### config.mk
export PLATFORM = sky130hd
export DESIGN_NAME = dbg_cmd_decoder
export DESIGN_NICKNAME = d
export VERILOG_FILES = /design/src/rtl/dbgdec_pkg.sv /design/src/rtl/dbgdec_scan.sv /design/src/rtl/dbgdec_classify.sv /design/src/rtl/dbgdec_ctx.sv /design/src/rtl/dbg_cmd_decoder.sv
export SDC_FILE = /design/constraint.sdc
export NUM_CORES = 1
export LEC_CHECK = 0
export ABC_AREA = 1
export ABC_CLOCK_PERIOD_IN_PS = 5400
export CORE_MARGIN = 10
export CORE_UTILIZATION = 45
export CTS_BUF_LIST = sky130_fd_sc_hd__clkbuf_2
export DETAILED_ROUTE_END_ITERATION = 8
export GPL_TIMING_DRIVEN = 0
export PLACE_DENSITY = 0.61
export SLEW_MARGIN = 40
export SYNTH_ARGS = -nofsm -noshare
export SYNTH_HDL_FRONTEND = slang
export SYNTH_HIERARCHICAL = 1
export SYNTH_SLANG_ARGS = --single-unit
export TNS_END_PERCENT = 100
### constraint.sdc
create_clock -name tck -period 5.4 [get_ports tck]
set_clock_uncertainty 0.05 [all_clocks]
set_input_delay 0.54 -clock tck [delete_from_list [all_inputs] [get_ports tck]]
set_output_delay 0.54 -clock tck [all_outputs]
set_load 0.02 [all_outputs]
### src/rtl/dbgdec_pkg.sv
package dbgdec_pkg;

    localparam int OPC_W = 4;
    localparam int MOD_W = 2;
    localparam int NUM_MOD = 1 << MOD_W;

    localparam logic [OPC_W-1:0] OPC_NOP    = 4'h0;
    localparam logic [OPC_W-1:0] OPC_WR8    = 4'h1;
    localparam logic [OPC_W-1:0] OPC_WR16   = 4'h2;
    localparam logic [OPC_W-1:0] OPC_WR32   = 4'h3;
    localparam logic [OPC_W-1:0] OPC_RD8    = 4'h5;
    localparam logic [OPC_W-1:0] OPC_RD16   = 4'h6;
    localparam logic [OPC_W-1:0] OPC_RD32   = 4'h7;
    localparam logic [OPC_W-1:0] OPC_REGWR  = 4'h9;
    localparam logic [OPC_W-1:0] OPC_REGSEL = 4'hD;

    typedef enum logic [1:0] {
        SZ_BYTE = 2'd0,
        SZ_HALF = 2'd1,
        SZ_WORD = 2'd2
    } wsize_e;

    typedef enum logic [2:0] {
        ACT_NONE,
        ACT_MODSEL,
        ACT_REGSEL,
        ACT_REGWR,
        ACT_READ,
        ACT_BRD,
        ACT_BWR
    } act_e;

    // Opcode acceptance per module: bus module takes all sizes,
    // CPU ports take 32-bit bursts only, serial port takes nothing.
    function automatic logic op_legal(input logic [MOD_W-1:0] m,
                                      input logic [OPC_W-1:0] op);
        logic ok;
        ok = 1'b0;
        case (m)
            2'd0: ok = (op == OPC_NOP)  || (op == OPC_WR8)  || (op == OPC_WR16) ||
                       (op == OPC_WR32) || (op == OPC_RD8)  || (op == OPC_RD16) ||
                       (op == OPC_RD32) || (op == OPC_REGWR) || (op == OPC_REGSEL);
            2'd1, 2'd2: ok = (op == OPC_NOP) || (op == OPC_WR32) || (op == OPC_RD32) ||
                             (op == OPC_REGWR) || (op == OPC_REGSEL);
            default: ok = 1'b0;
        endcase
        return ok;
    endfunction

    function automatic wsize_e op_size(input logic [OPC_W-1:0] op);
        wsize_e s;
        case (op[1:0])
            2'd1:    s = SZ_BYTE;
            2'd2:    s = SZ_HALF;
            default: s = SZ_WORD;
        endcase
        return s;
    endfunction

endpackage

### src/rtl/dbgdec_scan.sv
module dbgdec_scan #(
    parameter int SR_W = 53,
    parameter int CW   = 6
) (
    input  logic            clk,
    input  logic            rst_n,
    input  logic            shift_en,
    input  logic            update_en,
    input  logic            tdi,
    output logic [SR_W-1:0] sr,
    output logic [CW-1:0]   cnt,
    output logic            overrun
);

    typedef enum logic [1:0] {
        SC_IDLE,
        SC_SHIFT,
        SC_FULL
    } scan_st_e;

    localparam logic [CW-1:0] L_MAX = CW'(SR_W);

    scan_st_e st, st_nxt;

    // State register
    always_ff @(posedge clk or negedge rst_n) begin
        if (!rst_n) st <= SC_IDLE;
        else        st <= st_nxt;
    end

    // Next state
    always_comb begin
        st_nxt = st;
        unique case (st)
            SC_IDLE: begin
                if (shift_en && !update_en) st_nxt = SC_SHIFT;
            end
            SC_SHIFT: begin
                if (update_en)                        st_nxt = SC_IDLE;
                else if (shift_en && (cnt == L_MAX))  st_nxt = SC_FULL;
            end
            SC_FULL: begin
                if (update_en) st_nxt = SC_IDLE;
            end
            default: st_nxt = SC_IDLE;
        endcase
    end

    // Shift register and bit counter
    always_ff @(posedge clk or negedge rst_n) begin
        if (!rst_n) begin
            sr  <= '0;
            cnt <= '0;
        end else if (update_en) begin
            cnt <= '0;
        end else if (shift_en) begin
            sr <= {tdi, sr[SR_W-1:1]};
            if (st != SC_FULL) cnt <= cnt + 1'b1;
        end
    end

    assign overrun = (st == SC_FULL);


    cnt_step_chk: assert property (@(posedge clk) disable iff (!rst_n)
        (shift_en && !update_en && st != SC_FULL) |=> (cnt == $past(cnt) + 1'b1));


    cnt_clear_chk: assert property (@(posedge clk) disable iff (!rst_n)
        update_en |=> (cnt == '0));

endmodule

### src/rtl/dbgdec_classify.sv
module dbgdec_classify
    import dbgdec_pkg::*;
#(
    parameter int SR_W    = 53,
    parameter int CW      = 6,
    parameter int WORDS_W = 16,
    parameter int ADDR_W  = 32,
    parameter int IDX_W   = 1,
    parameter int WDATA_W = 32
) (
    input  logic [SR_W-1:0]    sr,
    input  logic [CW-1:0]      cnt,
    input  logic               overrun,
    input  logic               mod_valid,
    input  logic [MOD_W-1:0]   cur_mod,
    output act_e               act,
    output logic [MOD_W-1:0]   new_mod,
    output logic [IDX_W-1:0]   scan_idx,
    output logic [WDATA_W-1:0] wdata,
    output logic [ADDR_W-1:0]  baddr,
    output logic [WORDS_W-1:0] bwords,
    output wsize_e             bsize
);

    localparam int SEL_LEN    = 1 + MOD_W;
    localparam int READ_LEN   = 1 + OPC_W;
    localparam int REGSEL_LEN = 1 + OPC_W + IDX_W;
    localparam int REGWR_MAX  = REGSEL_LEN + WDATA_W;
    localparam int BURST_LEN  = 1 + OPC_W + ADDR_W + WORDS_W;

    localparam logic [CW-1:0] L_SR     = CW'(SR_W);
    localparam logic [CW-1:0] L_SEL    = CW'(SEL_LEN);
    localparam logic [CW-1:0] L_READ   = CW'(READ_LEN);
    localparam logic [CW-1:0] L_REGSEL = CW'(REGSEL_LEN);
    localparam logic [CW-1:0] L_REGWR  = CW'(REGWR_MAX);
    localparam logic [CW-1:0] L_BURST  = CW'(BURST_LEN);

    logic              msb;
    logic [OPC_W-1:0]  op;
    logic [SR_W-1:0]   aligned;
    logic [SR_W-1:0]   above;
    logic [SR_W-1:0]   wmask;
    logic [SR_W-1:0]   masked;
    logic [CW-1:0]     payload_n;
    logic              is_regwr_len;

    assign msb = sr[SR_W-1];
    assign op  = sr[SR_W-2 -: OPC_W];

    // Right-justify the scan so bit 0 of the scan is bit 0 here
    always_comb begin
        if (cnt <= L_SR) aligned = sr >> (L_SR - cnt);
        else             aligned = sr;
    end

    assign payload_n    = cnt - L_REGSEL;
    assign is_regwr_len = (cnt > L_REGSEL) && (cnt <= L_REGWR);
    assign above        = aligned >> payload_n;
    assign wmask        = ~({SR_W{1'b1}} << payload_n);
    assign masked       = aligned & wmask;

    // Classification
    always_comb begin
        act = ACT_NONE;
        if (overrun) begin
            act = ACT_NONE;
        end else if (msb) begin
            if (cnt == L_SEL) act = ACT_MODSEL;
        end else if (mod_valid && op_legal(cur_mod, op)) begin
            case (op)
                OPC_NOP:    if (cnt == L_READ)   act = ACT_READ;
                OPC_REGSEL: if (cnt == L_REGSEL) act = ACT_REGSEL;
                OPC_REGWR:  if (is_regwr_len)    act = ACT_REGWR;
                OPC_WR8, OPC_WR16, OPC_WR32:
                            if (cnt == L_BURST)  act = ACT_BWR;
                OPC_RD8, OPC_RD16, OPC_RD32:
                            if (cnt == L_BURST)  act = ACT_BRD;
                default:    act = ACT_NONE;
            endcase
        end
    end

    assign new_mod  = aligned[MOD_W-1:0];
    assign scan_idx = (act == ACT_REGWR) ? above[IDX_W-1:0] : aligned[IDX_W-1:0];
    assign wdata    = masked[WDATA_W-1:0];
    assign bwords   = aligned[WORDS_W-1:0];
    assign baddr    = aligned[WORDS_W +: ADDR_W];
    assign bsize    = op_size(op);

endmodule

### src/rtl/dbgdec_ctx.sv
module dbgdec_ctx
    import dbgdec_pkg::*;
#(
    parameter int WORDS_W = 16,
    parameter int ADDR_W  = 32,
    parameter int IDX_W   = 1,
    parameter int WDATA_W = 32,
    parameter int RD_W    = 33
) (
    input  logic               clk,
    input  logic               rst_n,
    input  logic               shift_en,
    input  logic               update_en,
    input  act_e               act,
    input  logic [MOD_W-1:0]   new_mod,
    input  logic [IDX_W-1:0]   scan_idx,
    input  logic [WDATA_W-1:0] wdata,
    input  logic [ADDR_W-1:0]  baddr,
    input  logic [WORDS_W-1:0] bwords,
    input  wsize_e             bsize,
    input  logic [RD_W-1:0]    rd_data,
    output logic               mod_valid,
    output logic [MOD_W-1:0]   cur_mod,
    output logic [IDX_W-1:0]   reg_idx,
    output logic               ireg_sel_stb,
    output logic               ireg_wr_stb,
    output logic [IDX_W-1:0]   ireg_wr_idx,
    output logic [WDATA_W-1:0] ireg_wr_data,
    output logic               burst_rd_stb,
    output logic               burst_wr_stb,
    output wsize_e             burst_size,
    output logic [ADDR_W-1:0]  burst_addr,
    output logic [WORDS_W-1:0] burst_words,
    output logic               tdo
);

    logic [IDX_W-1:0] idx_q [NUM_MOD];
    logic [RD_W-1:0]  rb_q;
    logic             any_stb;

    // Active module
    always_ff @(posedge clk or negedge rst_n) begin
        if (!rst_n) begin
            mod_valid <= 1'b0;
            cur_mod   <= '0;
        end else if (update_en && act == ACT_MODSEL) begin
            mod_valid <= 1'b1;
            cur_mod   <= new_mod;
        end
    end

    // Per-module register index
    for (genvar m = 0; m < NUM_MOD; m++) begin : g_idx
        always_ff @(posedge clk or negedge rst_n) begin
            if (!rst_n)
                idx_q[m] <= '0;
            else if (update_en && act == ACT_REGSEL && cur_mod == MOD_W'(m))
                idx_q[m] <= scan_idx;
        end


        idx_hold_chk: assert property (@(posedge clk) disable iff (!rst_n)
            !(mod_valid && cur_mod == MOD_W'(m)) |=> $stable(idx_q[m]));
    end

    assign reg_idx = idx_q[cur_mod];

    // Strobes
    always_ff @(posedge clk or negedge rst_n) begin
        if (!rst_n) begin
            ireg_sel_stb <= 1'b0;
            ireg_wr_stb  <= 1'b0;
            burst_rd_stb <= 1'b0;
            burst_wr_stb <= 1'b0;
        end else begin
            ireg_sel_stb <= update_en && (act == ACT_REGSEL);
            ireg_wr_stb  <= update_en && (act == ACT_REGWR);
            burst_rd_stb <= update_en && (act == ACT_BRD);
            burst_wr_stb <= update_en && (act == ACT_BWR);
        end
    end

    // Command fields
    always_ff @(posedge clk or negedge rst_n) begin
        if (!rst_n) begin
            ireg_wr_idx  <= '0;
            ireg_wr_data <= '0;
            burst_size   <= SZ_BYTE;
            burst_addr   <= '0;
            burst_words  <= '0;
        end else if (update_en) begin
            if (act == ACT_REGWR) begin
                ireg_wr_idx  <= scan_idx;
                ireg_wr_data <= wdata;
            end
            if (act == ACT_BRD || act == ACT_BWR) begin
                burst_size  <= bsize;
                burst_addr  <= baddr;
                burst_words <= bwords;
            end
        end
    end

    // Read-back shifter
    always_ff @(posedge clk or negedge rst_n) begin
        if (!rst_n)                              rb_q <= '0;
        else if (update_en && act == ACT_READ)   rb_q <= rd_data;
        else if (shift_en)                       rb_q <= rb_q >> 1;
    end

    assign tdo     = rb_q[0];
    assign any_stb = ireg_sel_stb | ireg_wr_stb | burst_rd_stb | burst_wr_stb;


    strobe_onehot_chk: assert property (@(posedge clk) disable iff (!rst_n)
        $onehot0({ireg_sel_stb, ireg_wr_stb, burst_rd_stb, burst_wr_stb}));


    strobe_pulse_chk: assert property (@(posedge clk) disable iff (!rst_n)
        any_stb |=> !any_stb);


    no_module_quiet_chk: assert property (@(posedge clk) disable iff (!rst_n)
        !mod_valid |-> !any_stb);


    cpu_word_only_chk: assert property (@(posedge clk) disable iff (!rst_n)
        ((burst_rd_stb || burst_wr_stb) && cur_mod != '0) |-> (burst_size == SZ_WORD));


    modsel_take_chk: assert property (@(posedge clk) disable iff (!rst_n)
        (update_en && act == ACT_MODSEL) |=> (mod_valid && cur_mod == $past(new_mod)));

endmodule

### src/rtl/dbg_cmd_decoder.sv
module dbg_cmd_decoder
    import dbgdec_pkg::*;
#(
    parameter int WORDS_W = 16,
    parameter int ADDR_W  = 32,
    parameter int IDX_W   = 1,
    parameter int WDATA_W = 32,
    parameter int RD_W    = 33
) (
    input  logic               tck,
    input  logic               rst_n,
    input  logic               shift_en,
    input  logic               update_en,
    input  logic               tdi,
    input  logic [RD_W-1:0]    rd_data,
    output logic               tdo,
    output logic               mod_valid,
    output logic [MOD_W-1:0]   mod_sel,
    output logic [IDX_W-1:0]   reg_idx,
    output logic               ireg_sel_stb,
    output logic               ireg_wr_stb,
    output logic [IDX_W-1:0]   ireg_wr_idx,
    output logic [WDATA_W-1:0] ireg_wr_data,
    output logic               burst_rd_stb,
    output logic               burst_wr_stb,
    output logic [1:0]         burst_size,
    output logic [ADDR_W-1:0]  burst_addr,
    output logic [WORDS_W-1:0] burst_words
);

    localparam int BURST_LEN = 1 + OPC_W + ADDR_W + WORDS_W;
    localparam int REGWR_MAX = 1 + OPC_W + IDX_W + WDATA_W;
    localparam int SR_W      = (BURST_LEN > REGWR_MAX) ? BURST_LEN : REGWR_MAX;
    localparam int CW        = $clog2(SR_W + 2);

    logic [SR_W-1:0]    sr;
    logic [CW-1:0]      cnt;
    logic               overrun;
    act_e               act;
    logic [MOD_W-1:0]   new_mod;
    logic [IDX_W-1:0]   scan_idx;
    logic [WDATA_W-1:0] wdata;
    logic [ADDR_W-1:0]  baddr;
    logic [WORDS_W-1:0] bwords;
    wsize_e             bsize;
    wsize_e             bsize_q;

    dbgdec_scan #(.SR_W(SR_W), .CW(CW)) u_scan (
        .clk       (tck),
        .rst_n     (rst_n),
        .shift_en  (shift_en),
        .update_en (update_en),
        .tdi       (tdi),
        .sr        (sr),
        .cnt       (cnt),
        .overrun   (overrun)
    );

    dbgdec_classify #(
        .SR_W(SR_W), .CW(CW), .WORDS_W(WORDS_W), .ADDR_W(ADDR_W),
        .IDX_W(IDX_W), .WDATA_W(WDATA_W)
    ) u_cls (
        .sr        (sr),
        .cnt       (cnt),
        .overrun   (overrun),
        .mod_valid (mod_valid),
        .cur_mod   (mod_sel),
        .act       (act),
        .new_mod   (new_mod),
        .scan_idx  (scan_idx),
        .wdata     (wdata),
        .baddr     (baddr),
        .bwords    (bwords),
        .bsize     (bsize)
    );

    dbgdec_ctx #(
        .WORDS_W(WORDS_W), .ADDR_W(ADDR_W), .IDX_W(IDX_W),
        .WDATA_W(WDATA_W), .RD_W(RD_W)
    ) u_ctx (
        .clk          (tck),
        .rst_n        (rst_n),
        .shift_en     (shift_en),
        .update_en    (update_en),
        .act          (act),
        .new_mod      (new_mod),
        .scan_idx     (scan_idx),
        .wdata        (wdata),
        .baddr        (baddr),
        .bwords       (bwords),
        .bsize        (bsize),
        .rd_data      (rd_data),
        .mod_valid    (mod_valid),
        .cur_mod      (mod_sel),
        .reg_idx      (reg_idx),
        .ireg_sel_stb (ireg_sel_stb),
        .ireg_wr_stb  (ireg_wr_stb),
        .ireg_wr_idx  (ireg_wr_idx),
        .ireg_wr_data (ireg_wr_data),
        .burst_rd_stb (burst_rd_stb),
        .burst_wr_stb (burst_wr_stb),
        .burst_size   (bsize_q),
        .burst_addr   (burst_addr),
        .burst_words  (burst_words),
        .tdo          (tdo)
    );

    assign burst_size = bsize_q;

endmodule

======== Word level (Yosys, flattened, before mapping) ========
Cells that the tools add are included.
cells by class
  $add $sub $neg .......................... 3
  magnitude comparators ................... 4
  eq/ne operators ......................... 29
  shift-type cells ........................ 3
  muxes and demuxes ....................... 29
  bitwise gates (word level) .............. 4
  reduce and logical (&&, ||, !) cells .... 42
operators by type and width
  operator                 count
  $mux W33                 2
  $mux W53                 1
  $shl A53 B6 Y32 const A  1
  $shr A53 B6 Y1           1
  $shr A53 B6 Y53          1
  $and A32 B32 Y32         1
  $not A32 Y32             1
  $mux W3                  6
  $mux W6                  3
  $pmux W3 S5              1
  $logic_and A1 B1 Y1      14
  $logic_or A1 B1 Y1       13
  $eq A4 B3 Y1 const B     3
  $eq A6 B3 Y1 const B     2
  $le A6 B6 Y1 const B     2
  $mux W2                  6
  $eq A3 B3 Y1 const B     3
  $eq A2 B2 Y1 const B     4
  $eq A4 B2 Y1 const B     2
  $eq A4 B4 Y1 const B     2
  $reduce_and A2 Y1        4
  $add A6 B1 Y6 const B    1
  $eq A2 B1 Y1 const B     3
  $eq A3 B2 Y1 const B     2
  25 further kinds         35
storage, ports and cells
  register bits ........................... 188
  word-level logic and storage cells ...... 133

======== Longest topological paths before layout ========
Gate-level depths: netlist of run 1.
  depth after elaboration ................. 19
  mapped depth ............................ 25
  gate-level depth less buffers ........... 22

======== Hierarchy ========
Netlist of run 1, hierarchy kept.
modules (own cells, without submodules)
  module           instances  cells each  area an instance (um^2)  seq. area each (um^2)
  dbgdec_ctx       1          671         5502.8                   3178.0
  dbgdec_classify  1          1035        4908.5                   0.0
  dbgdec_scan      1          284         2448.6                   1526.5

======== Worst setup path after synthesis of run 1 ========
Ideal clock, no wire load.
  path kind ............................... flip-flop to flip-flop
  start point ............................. register u_scan.cnt[1]
  end point ............................... register u_ctx.burst_words[0]
  setup time .............................. 0.117 ns
  arrival ................................. 2.876 ns
  path slack .............................. 2.357 ns
  cell stages (with the launch flop) ...... 17
  path buffers ............................ 3
  period minus slack after synthesis ...... 3.043 ns
  cells stage by stage .................... dfrtp_1 buf_6 inv_4 buf_2 ha_1 nand3_2 nor2_1 inv_1 o21ai_0 a21oi_1 nor3b_1 inv_2 nor2_1 nand2_2 clkbuf_1 nand3_1 nand2_1
on the way
  longest elaborated chain between the ends .. 10
ends and longest elaborated chain
  element                                       RTL line               source
  start, declared                               dbgdec_scan.sv:11      output logic [CW-1:0] cnt,
  start signal, assigned                        dbgdec_scan.sv:58      if (st != SC_FULL) cnt <= cnt + 1'b1;
  $gt A6 B3 Y1 or $le A6 B6 Y1 (tied branches)  dbgdec_classify.sv:57  assign is_regwr_len = (cnt > L_REGSEL) && (cnt <= L_REGWR);
  $logic_and A1 B1 Y1                           dbgdec_classify.sv:57
  $mux W2                                       dbgdec_classify.sv:73  OPC_REGWR: if (is_regwr_len) act = ACT_REGWR;
  $pmux W3 S5                                   dbgdec_classify.sv:70  case (op)
  $mux W3                                       dbgdec_classify.sv:69  end else if (mod_valid && op_legal(cur_mod, op)) begin
  $mux W3 *                                     dbgdec_classify.sv:67  end else if (msb) begin
  $mux W3 *                                     dbgdec_classify.sv:65  if (overrun) begin
  net act[0]                                    dbg_cmd_decoder.sv:39  act_e act;
  $eq A3 B3 Y1                                  dbgdec_ctx.sv:96       if (act == ACT_BRD || act == ACT_BWR) begin
  $logic_or A1 B1 Y1 *                          dbgdec_ctx.sv:96
  $reduce_and A2 Y1 (no source line) *          -
  end signal, assigned                          dbgdec_ctx.sv:99       burst_words <= bwords;
  end, declared                                 dbgdec_ctx.sv:33       output logic [WORDS_W-1:0] burst_words,
The timed path passes the listed nets; every way through them passes the cells marked *.
A chain may end at the register's enable or synchronous reset.

======== Worst setup path in the final report of run 1 ========
  start point ............................. register u_scan.cnt[1]
  end point ............................... register u_ctx/idx_q[3] (netlist bit)
RTL lines
  element                        RTL line               source
  $sub A6 B6 Y6                  dbgdec_classify.sv:52  if (cnt <= L_SR) aligned = sr >> (L_SR - cnt);
  $shr A53 B6 Y53                dbgdec_classify.sv:52
  $mux W53 *                     dbgdec_classify.sv:52
  net baddr[3]                   dbg_cmd_decoder.sv:43  logic [ADDR_W-1:0] baddr;
  $shr A53 B6 Y1 *               dbgdec_classify.sv:58  assign above = aligned >> payload_n;
  $mux W1 *                      dbgdec_classify.sv:84  assign scan_idx = (act == ACT_REGWR) ? above[IDX_W-1:0] : aligned[IDX_W-1:0];
  net scan_idx                   dbg_cmd_decoder.sv:41  logic [IDX_W-1:0] scan_idx;
  end signal, assigned by index  dbgdec_ctx.sv:58       idx_q[m] <= scan_idx;
  end, declared                  dbgdec_ctx.sv:37       logic [IDX_W-1:0] idx_q [NUM_MOD];
Marks and branches as above.

==> summary.md, run 1 <==
| Metric | Value |
|---|---|
| Status | completed |
| Syn Area/Cell | 6.46 µm² |
| Largest net degree at the start of global routing | 79 |
| Post-synthesis sequential area ratio | 0.366 |
| Cell Int Power | 0.00194 W |
| Grt total ovfl | 0 |
| Critical path type | reg2reg |
| Fin area | 15,000 µm² |
| Final slew viol count | 0 |
| Combinational share of power | 0.242 |
| Final setup vio count | 0 |
| CP max-delay cell | nor2_1 |
| Die Footprint | 35,700 µm² |
| Pre-CTS WS | 0.826 ns |
| Initial DRC Count | 2,255 |
| Post-Syn Instances | 1,990 |
| Distinct cells, synth | 47 |
| Skew-Pair Late Insertion Delay | 0.85 ns |
| Crit path largest cell delay | 0.67 ns |
| Mux cell area share after synthesis | 0 |
| Syn Std Cell Area | 12,900 µm² |
| Buffers plus inverters on the worst setup path | 5 |
| Fin worst setup slack | 0.543 ns |
| Number of max-cap violations | 0 |
| RSZ-0062 raised after global routing | no |
| Clock power frac | 0.271 |
| Post-Synth Simple-Gate Area | 0.501 |
| Area occupied by multi-input gates | 7140 µm² |
| I/O Buffers | 129 |
| Final WL | 60,200 µm |
| GRT Resource Usage Total | 0.331 |
| Worst-margin pin slew | 0.937 ns |
| Synth async-reset ratio | 1.00 |
| Adder-Cell Fraction of Synth Area | 0.0107 |
| Placed Area | 14,700 µm² |
| Initial antenna violation count | 1 |
| Seq pwr share | 0.487 |
| Via-to-Cell Ratio | 5.96 |
| Routed Antenna Nets | 0 |
| Final min period | 4.86 ns |
| Initial Util | 0.459 |
| Power per standard cell area | 216 nW/µm² |
| # IOs | 130 |
| Max IR drop VDD | 0.147 mV |
| Required @ worst endpoint | 6.13 ns |
| Post-Synth XOR/XNOR Area | 0.00204 |
| Worst hold margin | 0.0622 ns |
| Routed vias | 15,106 |
| Pleak | 7.87 nW |
| Cell mode on critical path | nand3_1 |
| CP Launch Type | register |
| Compound-cell area share of the yosys netlist | 0.0419 |
| Layout area overhead | 16.7% |
| Hold Fails Final Rpt | 0 |
| Commonest non-fill, non-tap cell in the layout | nand2_1 |
| Die X | 189 µm |
| Chip height | 189 µm |
| Layout fillers | 2,867 |
| CP endpoint kind | register |
| Vias in the first global route | 14,306 |
| CTS sink count | 188 |
| Syn Nets | 2,039 |
| Routed length per placed instance | 23.7 µm |
| Cell total after placement | 2,499 |
| Switching share of power | 0.401 |
| Drt drc | 0 |
| Largest family of logic cells by synthesized area | simple AND/OR/NAND/NOR gates |
| Core ar. | 28,000 µm² |
| Yosys warns | 6 |
| Clock tree buffer depth | 2 |
| Non-Filler Instances | 2,534 |
| CP Data Arrival Time | 5.58 ns |
| GPL Wtd Cong | 1.05 |
| Net Sw Power | 0.00130 W |
| Ratio of final minimum period to clock period | 0.899 |
| HPWL after DPL | 46,700 µm |
| CTS buffer count | 17 |
| Clock-pin slew on the worst setup and hold paths | 0.35 ns |
| Synth Flop Type | dfrtp_1 |
| Row count | 61 |
| Final Total Pwr | 0.00324 W |
| Root Buffer | clkbuf_2 |
| Kind of path behind the tightest hold check | in2async |
| Layout cell share with drive strength beyond 1 | 0.0742 |
| CTS tree | built |
| Top delay family on crit path | simple AND/OR/NAND/NOR gates |
| Slew HR | 0.375 |
| Htree depth | 4 |
| Post-synth EDFFs | 0 |
| Commonest non-fill, non-tap cells in the layout | nand2_1, nand3_1, dfrtp_1 |
| Crit path cell chain | buf_6, inv_4, buf_2, ha_1, buf_2, nor2_1, buf_2, nand3_1, nor2_1, a21oi_1, nand3_1, a21oi_1, nand3b_1, nand3_1, nand2_1, nand2_1, nand3_1, nor2_1, nor2_1, nand3_1, nand2_1 |
| First-pass GRT wire length | 89,700 µm |
| CP Max Fanout | 10 |
| Final net count | 2,191 |
| Detailed Routing Iterations Pass 1 | 7 |
| Post-synthesis register bit count | 188 |
| Peak Freq | 0.206 GHz |
| Sequential Area | 4700 µm² |
| # resized after CTS | 0 |
==> layer usage <==
layer	wire, µm	global-route usage
met3	6940	0.0875
met5	0	0
met4	2680	0.141
met1	24700	0.439
met2	25900	0.498
==> what timing repair did <==
item | 4_1_cts | 5_1_grt
setup buffers | 0 | 0
endpoints found under the hold margin | 188 | 0
hold buffers | 1 | 0
endpoints found under the setup margin | 0 | 0
==> worst reg2reg max path, delay by kind of cell, from the launching register on <==
family,cells,cell delay [ns]
fa+ha+maj,1,0.31
compound gates,2,0.20
buf+inv,5,1.13
flops,1,0.61
simple gates,13,2.53
==> stage by stage <==
stage	TNS, ns	utilization
6_report	0	0.536
5_1_grt	0	0.536
4_1_cts	0	0.535
3_5_place_dp	0	0.524
3_3_place_gp	-717.22	0.522
2_1_floorplan	0	-
==> kinds of logic (layout without fill, tap and decap cells) <==
group / Yosys count / count (layout)
compound gates: 91 / 91
xor+xnor: 3 / 3
fa+ha+maj: 11 / 11
buf+inv: 220 / 385
flops: 188 / 188
other cells: 0 / 1
simple gates: 1477 / 1477
==> Yosys cell counts (2+ instances only) <==
master | count | area share
a21oi_1 | 27 | 0.011
a22oi_1 | 5 | 0.0029
a31oi_1 | 2 | 0.00097
and2_1 | 2 | 0.00097
buf_1 | 12 | 0.0035
buf_2 | 50 | 0.019
buf_4 | 18 | 0.011
buf_6 | 6 | 0.0053
clkbuf_1 | 37 | 0.011
clkinv_1 | 4 | 0.0012
dfrtp_1 | 188 | 0.37
ha_1 | 11 | 0.011
inv_1 | 73 | 0.021
inv_2 | 17 | 0.0050
inv_4 | 2 | 0.00097
nand2_1 | 878 | 0.26
nand2_2 | 8 | 0.0039
nand3_1 | 458 | 0.18
nand3_2 | 3 | 0.0023
nand3b_1 | 33 | 0.019
nand4_1 | 29 | 0.014
nor2_1 | 50 | 0.015
nor2_2 | 6 | 0.0029
nor2_4 | 3 | 0.0026
nor3b_1 | 2 | 0.0012
o211ai_1 | 4 | 0.0023
o21a_1 | 3 | 0.0018
o21ai_0 | 23 | 0.0090
o21ai_1 | 13 | 0.0051
o21ai_2 | 2 | 0.0014
o31ai_1 | 2 | 0.0012
or2_2 | 2 | 0.00097
xor2_1 | 3 | 0.0020
==> registers in the layout, summed over array words and instances (netlist names), 2 cells and up <==
| register | count |
|---|---|
| u_scan/sr | 53 |
| u_ctx/rb_q | 33 |
| u_ctx/burst_addr | 32 |
| u_ctx/ireg_wr_data | 32 |
| u_ctx/burst_words | 16 |
| u_scan/cnt | 6 |
| u_ctx/idx_q | 4 |
| u_ctx/burst_size | 2 |
| u_ctx/cur_mod | 2 |
| u_scan/st | 2 |
==> worst paths after layout <==
path	endpoint	cells past startpoint	start	slack, ns
setup / recovery	u_ctx/idx_q[3]	21	u_scan/cnt[1]	0.54
min in group tck	u_scan/sr[52]	3	tdi	0.12
hold reg to reg	u_scan/st[0]	1	u_scan/st[0]	0.43
setup reg to reg	u_ctx/idx_q[3]	21	u_scan/cnt[1]	0.54
hold / removal	u_ctx/burst_addr[19]	2	rst_n	0.06
max in group asynchronous	u_ctx/rb_q[12]	3	rst_n	4.52
==> power groups by stage <==
stage | registers (W) | clock network, W | logic (W)
3_3_place_gp | 0.00159 | 0 | 0.000733
4_1_cts | 0.00157 | 0.000886 | 0.000745
5_1_grt | 0.00158 | 0.000947 | 0.000844
2_1_floorplan | 0.00154 | 0 | 0.000460
6_report | 0.00158 | 0.000879 | 0.000784
3_5_place_dp | 0.00159 | 0 | 0.000741
==> final cells by class <==
cell class	count	area share
plain buffers	123	0.0425
inverters	97	0.0249
clock inverters	15	0.0146
flip-flops and latches	188	0.313
repair buffers	133	0.0914
multi-input cells	1582	0.476
clock buffers	17	0.00567
well taps	378	0.0315
diodes	1	0.000167
Power figures use the tool's default switching activity.
==> inputs of run 2 (changes only) <==
Settings changed: CORE_MARGIN 10 to 1.
==> run 2 against run 1 <==
  * Sequential power about the same
  * Critical path type unchanged
  * Utilization down 0.082 points
  * Global-route usage up 6.4 points
  * Highest routed layer unchanged
  * Combinational power down 1%
  * Via count down 1.2%
  * First-iteration DRC count up 7.5%
==> summary.md, run 2 (synthesis results as in run 1) <==
| Metric | Value |
|---|---|
| Status | completed |
| Htree depth | 4 (unchanged) |
| Via-to-Cell Ratio | 5.89 (-1.2%) |
| Initial antenna violation count | 1 (unchanged) |
| CTS tree | built |
| Ratio of final minimum period to clock period | 0.865 (-0.0347) |
| Final setup vio count | 0 (unchanged) |
| Reg-to-Reg End | u_ctx/idx_q[3] |
| GPL Wtd Cong | 1.06 (+0.97%) |
| Worst r2r src | u_scan/cnt[1] |
| Row count | 61 (unchanged) |
| Worst R2R Setup Slack | 0.73 ns (+0.19 ns) |
| Pleak | 7.84 nW (-0.39%) |
| Drt drc | 0 (unchanged) |
| I/O Buffers | 129 (unchanged) |
| Layout fillers | 2,845 (-0.77%) |
| Setup Fix Bufs, Post-CTS | 0 (unchanged) |
| Max IR drop VDD | 0.197 mV (+34%) |
| Commonest non-fill, non-tap cell in the layout | nand2_1 |
| Kind of path behind the tightest hold check | in2async |
| CP endpoint kind | register |
| Hold Fails Final Rpt | 0 (unchanged) |
| Layout cell share with drive strength beyond 1 | 0.0738 (-0.000430) |
| Routed length per placed instance | 22.4 µm (-5.8%) |
| Final Total Pwr | 0.00313 W (-3.4%) |
| Area occupied by multi-input gates | 7140 µm² (unchanged) |
| Die X | 171 µm (-9.5%) |
| HPWL after DPL | 44,300 µm (-5.1%) |
| Non-Filler Instances | 2,533 (-0.039%) |
| CP Max Fanout | 10 (unchanged) |
| Routed vias | 14,919 (-1.2%) |
| Commonest non-fill, non-tap cells in the layout | nand2_1, nand3_1, dfrtp_1 |
| Die Footprint | 29,300 µm² (-18%) |
| Peak Freq | 0.214 GHz (+4.0%) |
| Critical path type | reg2reg |
| Max reg flops | 53 (unchanged) |
| Core ar. | 27,900 µm² (-0.27%) |
| Final net count | 2,190 (-0.046%) |
| RSZ-0062 raised after global routing | no |
| Initial Util | 0.460 (+0.00125) |
| Number of max-cap violations | 0 (unchanged) |
| Required @ worst endpoint | 6.16 ns (+0.03 ns) |
| Cell total after placement | 2,499 (unchanged) |
| Layout area overhead | 16.2% |
| CP Launch Type | register |
| Reg with most FFs | u_scan/sr |
| CP Data Arrival Time | 5.43 ns (-0.15 ns) |
| Largest net degree at the start of global routing | 76 (-3.8%) |
| Clock-pin slew on the worst setup and hold paths | 0.41 ns (+0.06 ns) |
| Grt total ovfl | 0 (unchanged) |
| Initial DRC Count | 2,424 (+7.5%) |
| Final WL | 56,600 µm (-5.9%) |
| Skew-Pair Late Insertion Delay | 0.91 ns (+0.06 ns) |
| # resized after CTS | 0 (unchanged) |
| CTS sink count | 188 (unchanged) |
| Slew HR | 0.410 (+0.0350) |
| Detailed Routing Iterations Pass 1 | 6 (-1) |
| First-pass GRT wire length | 84,000 µm (-6.4%) |
| Worst R2R Path Depth | 21 (unchanged) |
| Vias in the first global route | 13,759 (-3.8%) |
| Hold-fix buffers, CTS | 1 (unchanged) |
| GRT Resource Usage Total | 0.395 (+0.0643) |
| Clock tree buffer depth | 2 (unchanged) |
| Chip height | 171 µm (-9.5%) |
| Crit path largest cell delay | 0.67 ns (about the same) |
| # IOs | 130 (unchanged) |
| Final slew viol count | 0 (unchanged) |
| Crit path cell chain | buf_6, inv_4, buf_2, ha_1, buf_2, nor2_1, buf_2, nand3_1, nand4_1, nand3_1, nand2_1, nand2_1, nand4_1, nand2_1, nand3_1, nand2_1, nand3_1, nor2_1, nor2_1, nand3_1, nand2_1 |
| Sequential Area | 4700 µm² (unchanged) |
| Power per standard cell area | 209 nW/µm² (-3.0%) |
| Final min period | 4.67 ns (-0.187 ns) |
| Top flop regs | u_scan/sr (53), u_ctx/rb_q (33) |
| Root Buffer | clkbuf_2 |
| Routed Antenna Nets | 0 (unchanged) |
| Worst-margin pin slew | 0.884 ns (-0.0526 ns) |
| CTS buffer count | 17 (unchanged) |
| CP max-delay cell | nor2_1 |
-- run 2: cell count changes in the layout (fill, tap and decap cells not counted), sizes merged --
cell | before | now
buf | 90 | 89
bufinv | 2 | 0
clkinvlp | 0 | 1
inv | 99 | 100
-- run 2: how the worst max path moves through the flow --
stage | startpoint | to | slack, ns
6_report | u_scan/cnt[1] | u_ctx/idx_q[3] | 0.73
3_3_place_gp | rst_n | u_ctx/rb_q[18] | -3.98
3_5_place_dp | u_scan/cnt[1] | u_ctx/idx_q[3] | 0.99
4_1_cts | u_scan/cnt[1] | u_ctx/idx_q[3] | 0.92
5_1_grt | u_scan/cnt[1] | u_ctx/idx_q[1] | 0.62
2_1_floorplan | u_scan/cnt[1] | u_ctx/burst_words[0] | 2.36
-- run 2: layout make-up --
cell class                 instances  area share
multi-input combinational       1582       0.478
inverter                          97      0.0250
clock inverter                    15      0.0111
timing repair buffer             132      0.0911
clock buffer                      17     0.00569
buffer                           123      0.0427
sequential                       188       0.315
tap                              378      0.0316
antenna                            1    0.000167
-- run 2: critical path, delay by kind of cell (launching register included) --
family / cells / cell delay (ns)
buffers and inverters: 5 / 1.17
adder cells (fa/ha/maj): 1 / 0.26
AND/OR/NAND/NOR: 15 / 2.56
flip-flops: 1 / 0.56
-- run 2: routing by layer --
layer,part of all wire,global-route usage,vias to the layer above
met3,0.11,0.0983,138
met1,0.42,0.546,7040
met2,0.42,0.577,928
met5,0,0,-
met4,0.047,0.183,0
li1,-,-,6813
-- run 2: power by group --
part,switching [W],internal (W)
Clock,0.000618,0.000160
Combinational,0.000551,0.000223
Sequential,0.000115,0.00146
-- run 2: per-stage QoR --
step	setup TNS [ns]	hold slack [ns]	setup WS [ns]	area (µm²)	util
2_1_floorplan	0	0.194	2.36	12900	-
3_3_place_gp	-740.93	0.397	-3.98	14600	0.524
3_5_place_dp	0	0.401	0.990	14700	0.526
4_1_cts	0	0.0274	0.924	14900	0.535
5_1_grt	0	0.0404	0.615	14900	0.535
6_report	0	0.0351	0.731	14900	0.535
